File: config.mk
export PLATFORM = sky130hd
export DESIGN_NAME = phase_pwm_seq
export DESIGN_NICKNAME = d
export VERILOG_FILES = /design/src/rtl/phase_pwm_pkg.sv /design/src/rtl/phase_timer.sv /design/src/rtl/chan_window.sv /design/src/rtl/blank_timer.sv /design/src/rtl/phase_pwm_seq.sv
export SDC_FILE = /design/constraint.sdc
export NUM_CORES = 1
export LEC_CHECK = 0
export CORE_MARGIN = 3
export CORE_UTILIZATION = 40
export DETAILED_ROUTE_END_ITERATION = 7
export PLACE_DENSITY = 0.61
export REMOVE_ABC_BUFFERS = 1
export SLEW_MARGIN = 20
export SYNTH_ARGS = -nofsm -noshare
export SYNTH_HDL_FRONTEND = slang
export SYNTH_HIERARCHICAL = 1
export SYNTH_SLANG_ARGS = --single-unit
File: constraint.sdc
create_clock -name clk_i -period 13 [get_ports clk_i]
set_clock_uncertainty 0.2 [all_clocks]
set_input_delay 2.6 -clock clk_i [delete_from_list [all_inputs] [get_ports clk_i]]
set_output_delay 2.6 -clock clk_i [all_outputs]
set_load 0.05 [all_outputs]
File: src/rtl/phase_pwm_pkg.sv
package phase_pwm_pkg;
  localparam int unsigned DEF_STEPS = 5;
  localparam int unsigned DEF_CH    = 4;
endpackage

File: src/rtl/phase_timer.sv
module phase_timer #(
  parameter int unsigned CNT_W     = 20,
  parameter int unsigned NUM_CH    = 4,
  parameter int unsigned DEL_TICKS = 2500,
  parameter int unsigned GAP_TICKS = 150,
  parameter int unsigned SEQ_STEPS = 5,
  localparam int unsigned STEP_W   = $clog2(SEQ_STEPS)
) (
  input  logic              clk_i,
  input  logic              rst_ni,
  input  logic              start_i,
  input  logic              stop_i,
  input  logic [CNT_W-1:0]  on_ticks_i,
  input  logic [CNT_W-1:0]  period_ticks_i,
  output logic              active_o,
  output logic [CNT_W-1:0]  tick_o,
  output logic [STEP_W-1:0] step_o,
  output logic [CNT_W-1:0]  space_o,
  output logic [CNT_W-1:0]  on_o,
  output logic [CNT_W-1:0]  per_o
);
  localparam logic [STEP_W-1:0] LAST_STEP = STEP_W'(SEQ_STEPS - 1);

  function automatic logic [CNT_W-1:0] calc_space(input logic [STEP_W-1:0] s,
                                                   input logic [CNT_W-1:0] on_t,
                                                   input logic [CNT_W-1:0] per_t);
    int tgt, diff, sp, lim;
    tgt  = int'(on_t) + int'(GAP_TICKS);
    diff = tgt - int'(DEL_TICKS);
    sp   = int'(DEL_TICKS) + (diff * int'(s)) / int'(SEQ_STEPS - 1);
    if (per_t >= on_t) lim = int'(per_t - on_t) / int'(NUM_CH - 1);
    else               lim = 0;
    if (sp > lim) sp = lim;
    return CNT_W'(sp);
  endfunction

  logic              active_q;
  logic [CNT_W-1:0]  tick_q, on_q, per_q, space_q;
  logic [STEP_W-1:0] step_q, step_nx;
  logic              wrap;

  assign wrap    = ({1'b0, tick_q} + (CNT_W+1)'(1)) >= {1'b0, per_q};
  assign step_nx = (step_q == LAST_STEP) ? step_q : step_q + STEP_W'(1);

  always_ff @(posedge clk_i or negedge rst_ni) begin
    if (!rst_ni) begin
      active_q <= 1'b0;
      tick_q   <= '0;
      step_q   <= '0;
      on_q     <= '0;
      per_q    <= '0;
      space_q  <= '0;
    end else if (stop_i) begin
      active_q <= 1'b0;
      tick_q   <= '0;
      step_q   <= '0;
    end else if (start_i) begin
      active_q <= 1'b1;
      tick_q   <= '0;
      step_q   <= '0;
      on_q     <= on_ticks_i;
      per_q    <= period_ticks_i;
      space_q  <= calc_space('0, on_ticks_i, period_ticks_i);
    end else if (active_q) begin
      if (wrap) begin
        tick_q  <= '0;
        step_q  <= step_nx;
        on_q    <= on_ticks_i;
        per_q   <= period_ticks_i;
        space_q <= calc_space(step_nx, on_ticks_i, period_ticks_i);
      end else begin
        tick_q <= tick_q + CNT_W'(1);
      end
    end
  end

  assign active_o = active_q;
  assign tick_o   = tick_q;
  assign step_o   = step_q;
  assign space_o  = space_q;
  assign on_o     = on_q;
  assign per_o    = per_q;
endmodule

File: src/rtl/chan_window.sv
module chan_window #(
  parameter int unsigned CNT_W = 20,
  parameter int unsigned IDX   = 0,
  localparam int unsigned EW   = CNT_W + 3
) (
  input  logic             active_i,
  input  logic [CNT_W-1:0] tick_i,
  input  logic [CNT_W-1:0] space_i,
  input  logic [CNT_W-1:0] on_i,
  output logic             en_o
);
  logic [EW-1:0] base, stop_at, t_ext;

  always_comb begin
    base    = EW'(space_i) * EW'(IDX);
    stop_at = base + EW'(on_i);
    t_ext   = EW'(tick_i);
    en_o    = active_i && (t_ext >= base) && (t_ext < stop_at);
  end
endmodule

File: src/rtl/blank_timer.sv
module blank_timer #(
  parameter int unsigned SUP_TICKS = 700,
  localparam int unsigned BW       = $clog2(SUP_TICKS + 1)
) (
  input  logic clk_i,
  input  logic rst_ni,
  input  logic en_i,
  output logic blank_o
);
  logic          en_d;
  logic          edge_w;
  logic [BW-1:0] cnt_q;

  assign edge_w = en_i ^ en_d;

  always_ff @(posedge clk_i or negedge rst_ni) begin
    if (!rst_ni) begin
      en_d  <= 1'b0;
      cnt_q <= '0;
    end else begin
      en_d <= en_i;
      if (edge_w)          cnt_q <= BW'(SUP_TICKS - 1);
      else if (cnt_q != 0) cnt_q <= cnt_q - BW'(1);
    end
  end

  // edge cycle itself plus SUP_TICKS-1 counted cycles
  assign blank_o = edge_w || (cnt_q != '0);
endmodule

File: src/rtl/phase_pwm_seq.sv
module phase_pwm_seq
  import phase_pwm_pkg::*;
#(
  parameter int unsigned NUM_CH    = DEF_CH,
  parameter int unsigned CNT_W     = 20,
  parameter int unsigned DEL_TICKS = 2500,
  parameter int unsigned GAP_TICKS = 150,
  parameter int unsigned SUP_TICKS = 700,
  parameter int unsigned SEQ_STEPS = DEF_STEPS,
  localparam int unsigned STEP_W   = $clog2(SEQ_STEPS)
) (
  input  logic              clk_i,
  input  logic              rst_ni,
  input  logic              start_i,
  input  logic              stop_i,
  input  logic [CNT_W-1:0]  on_ticks_i,
  input  logic [CNT_W-1:0]  period_ticks_i,
  output logic [NUM_CH-1:0] en_o,
  output logic [NUM_CH-1:0] blank_o
);
  logic              active;
  logic [CNT_W-1:0]  tick, space, on_q, per_q;
  logic [STEP_W-1:0] step;

  phase_timer #(
    .CNT_W(CNT_W), .NUM_CH(NUM_CH), .DEL_TICKS(DEL_TICKS),
    .GAP_TICKS(GAP_TICKS), .SEQ_STEPS(SEQ_STEPS)
  ) u_timer (
    .clk_i, .rst_ni, .start_i, .stop_i,
    .on_ticks_i, .period_ticks_i,
    .active_o(active), .tick_o(tick), .step_o(step),
    .space_o(space), .on_o(on_q), .per_o(per_q)
  );

  for (genvar k = 0; k < NUM_CH; k++) begin : g_ch
    chan_window #(.CNT_W(CNT_W), .IDX(k)) u_win (
      .active_i(active), .tick_i(tick), .space_i(space), .on_i(on_q),
      .en_o(en_o[k])
    );
    blank_timer #(.SUP_TICKS(SUP_TICKS)) u_blank (
      .clk_i, .rst_ni, .en_i(en_o[k]), .blank_o(blank_o[k])
    );
  end
endmodule

==> results of run 1 <==
[per-layer routing]
| layer | global-route usage | vias to the layer above | routed length (µm) |
|---|---|---|---|
| met5 | 0 | - | 0 |
| met2 | 0.4658 | 727 | 39350 |
| li1 | - | 11990 | - |
| met1 | 0.3201 | 11970 | 34680 |
| met4 | 0.1282 | 0 | 4234 |
| met3 | 0.02312 | 208 | 3444 |
[synth_stat cells (all sizes together), types with 30 or more instances]
| cell | number | area, µm² |
|---|---|---|
| nor2 | 194 | 733.2 |
| xnor2 | 108 | 953.4 |
| xor2 | 87 | 762.0 |
| dfrtp | 128 | 3203 |
| ha | 350 | 4379 |
| a31oi | 31 | 200.2 |
| nand4 | 61 | 381.6 |
| a21o | 49 | 375.4 |
| and3 | 32 | 200.2 |
| nor3 | 71 | 385.4 |
| o211ai | 44 | 335.3 |
| or3 | 35 | 229.0 |
| nand3 | 74 | 385.4 |
| and2 | 41 | 257.8 |
| nor2b | 44 | 277.8 |
| clkbuf | 66 | 249.0 |
| nand2 | 243 | 917.1 |
| o31ai | 30 | 280.3 |
| o21ai | 188 | 948.4 |
| nand2b | 63 | 394.1 |
| inv | 300 | 1126 |
| a211oi | 36 | 300.3 |
| a21oi | 254 | 1290 |
[power groups by stage]
stage / Combinational (mW) / Clock [mW] / Sequential [mW]
after floorplan: 2.72 / 0 / 0.570
after global placement: 4.02 / 0 / 0.622
after detailed placement: 4.12 / 0 / 0.629
after CTS: 4.43 / 0.476 / 0.623
after global routing: 5.07 / 0.490 / 0.641
final: 4.63 / 0.464 / 0.627
[logic make-up (layout without fill, tap and decap cells)]
logic type	after synthesis	in the layout	share of synthesized area
fa+ha+maj	377	377	0.2145
flops	128	128	0.1396
xor+xnor	195	195	0.07478
simple gates	967	967	0.2184
compound gates	879	879	0.2644
other cells	0	1	0
buf+inv	394	956	0.06703
mux	45	45	0.02132
[through the flow]
| step | setup TNS (ps) | utilization | area (µm²) | power, mW | instances |
|---|---|---|---|---|---|
| after CTS | -31.08 | 0.5226 | 29580 | 5.534 | 4287 |
| after global placement | -22610 | 0.4894 | 27700 | 4.641 | 4182 |
| after global routing | -11170 | 0.5302 | 30010 | 6.204 | 4304 |
| final | -1970 | 0.5302 | 30010 | 5.719 | 4304 |
| after detailed placement | -28010 | 0.4894 | 27700 | 4.752 | 4182 |
| after floorplan | -24000 | - | 22530 | 3.293 | 2891 |
[worst max path at each step]
stage	startpoint	end	slack (ps)
2_1_floorplan	on_ticks_i[14]	u_timer/space_o[8]	-1440
4_1_cts	period_ticks_i[3]	u_timer/space_o[6]	-20
3_5_place_dp	period_ticks_i[0]	u_timer/space_o[6]	-1490
5_1_grt	period_ticks_i[0]	u_timer/space_o[18]	-620
6_report	period_ticks_i[0]	u_timer/space_o[12]	-160
3_3_place_gp	period_ticks_i[0]	u_timer/space_o[4]	-1210
[layout make-up]
cell class              instances  share of cell area
diodes                          1          0.00008339
clock buffers                  21             0.01534
clock inverters                11            0.003586
inverters                     300             0.03752
multi-input cells            2463              0.6434
flip-flops and latches        128              0.1067
well taps                     756             0.03152
repair buffers                624              0.1619
[critical path: cells and delay by family]
kind                       cells  cell delay (ps)
buffers and inverters         14             1930
AOI/OAI and AO/OA             21             4050
muxes                          2              390
adders and majority gates      5             1180
and+or+nand+nor               18             3120
[repair_timing]
action | 4_1_cts | 5_1_grt
resized for setup | 194 | 74
endpoints found under the setup margin | 20 | 20
gates cloned | 2 | 0
pin swaps | 67 | 50
setup buffers | 71 | 16
[registers in the layout, indices dropped and copies added, names as in the netlist]
register	flops
u_timer/per_o	20
u_timer/on_o	20
u_timer/step_o	3
u_timer/space_o	20
g_ch.u_blank/en_d	4
g_ch.u_blank/cnt_q	40
u_timer/tick_o	20
u_timer/active_o	1
==> results.ini, run 1 <==
[cells_and_area]
final_common_cell = buf_4
ff_latch_area_um2 = 3203
area_growth_pct = 30.82
fillerInstances = 5410
layout_common_cells = 560 x buf_4, 330 x ha_1, 290 x inv_1
nets = 3955
drive_gt1_frac = 0.2515
multi_input_area_um2 = 19310

[global_routing]
gr-total-overflow = 0
grt_pass1_vias = 24690
grt_pass1_wl_mm = 128.0
grt_start_max_net_pins = 90
grt_util_all_layers = 0.2632
grt_antenna_before_repair = 1

[cts]
clkTransAtPathRegs_ps = 60
htreeDepth = 4
clock_tree.buffer_depth = 2
cts_buffers = 17
cts-root-buf = clkbuf_16
cts_sinks = 128
cts_tree = built
clock_latency_ps = 440
holdBufCountCts = 0

[power]
p_sw_frac = 0.4947
p_sw_mw = 2.829
ir_drop_mv = 0.1515
powerDensity_nw_per_um2 = 190.6
p_leak_nw = 14.26
internal_power_mw = 2.890
p_seq_frac = 0.110
clock_power_share = 0.081
p_comb_frac = 0.809

[sta]
fin_crit_ps = 13160
period_share = 1.013
whs_ps = 314.3
max_freq_mhz = 75.96
slew_viol_final = 0
finalHoldViolations = 0
final-setup-viol-count = 19
rsz0062_at_grt = yes
tightest_slew_ps = 881.5
slew_headroom = 0.4081
fin_ws_ps = -164.7

[synth]
syn_area_um2 = 22940
ys_ff_latch = 128
synth_edf_count = 0
ys_warn_count = 6
synthFlopType = dfrtp_1
avgSynthCellArea_um2 = 7.685
synth_cells = 2985
async_flop_share = 1.000
yosysSeqAreaShare = 0.1396
ys_types = 119

[worst_hold_path]
hp-class = reg2reg
hold_path.startpoint = u_timer/per_o[0]
hold_path_end = u_timer/per_o[0]
hold_depth = 1

[setup_path]
r2r_slack_ps = 1260
reg2regPathDepth = 63
crit_path_max_fanout = 6
critical_path_arrival_ps = 13280
crit_required_ps = 13120
crit_type = in2reg
cp_slowest_cell = a2111oi_4
r2r-end = u_timer/space_o[2]
rr_startpoint = u_timer/step_o[0]
end_kind = flop
critPathMostFrequentCell = buf_4
start_kind = input port
critPathMaxStageDelay_ps = 430

[routing]
drcViolationCount = 0
vias = 24890
drt_iter0_drc = 1548
wirelength_mm = 81.71
drt_first_pass_iters = 5
antenna_left = 0
vias_per_cell = 5.784
drt-wirelength-per-cell_um = 18.98

[floorplan]
start_util = 0.4053
die_x_um = 245.5
core_area_um2 = 56600
die-area_um2 = 60260
ios = 52
die_h_um = 245.5
num_rows = 87

[place]
hpwl_mm = 65.67
gp_congestion = 0.9910
pre_cts_ws_ps = -1488
io_buffers = 51

[outcome]
failed_checks = negative setup slack
status = complete, but fails checks

[job]
maxCapViolCount = 0

(Power assumes the default switching activity.)
==> run 2: changes to the inputs <==
--- a/config.mk
+++ b/config.mk
@@ -10,7 +10,7 @@
 export DETAILED_ROUTE_END_ITERATION = 7
 export PLACE_DENSITY = 0.61
 export REMOVE_ABC_BUFFERS = 1
-export SLEW_MARGIN = 20
+export SLEW_MARGIN = 5
 export SYNTH_ARGS = -nofsm -noshare
 export SYNTH_HDL_FRONTEND = slang
 export SYNTH_HIERARCHICAL = 1
==> results of run 2 <==
No change in the layout: final DEF, timing and power equal those of run 1.
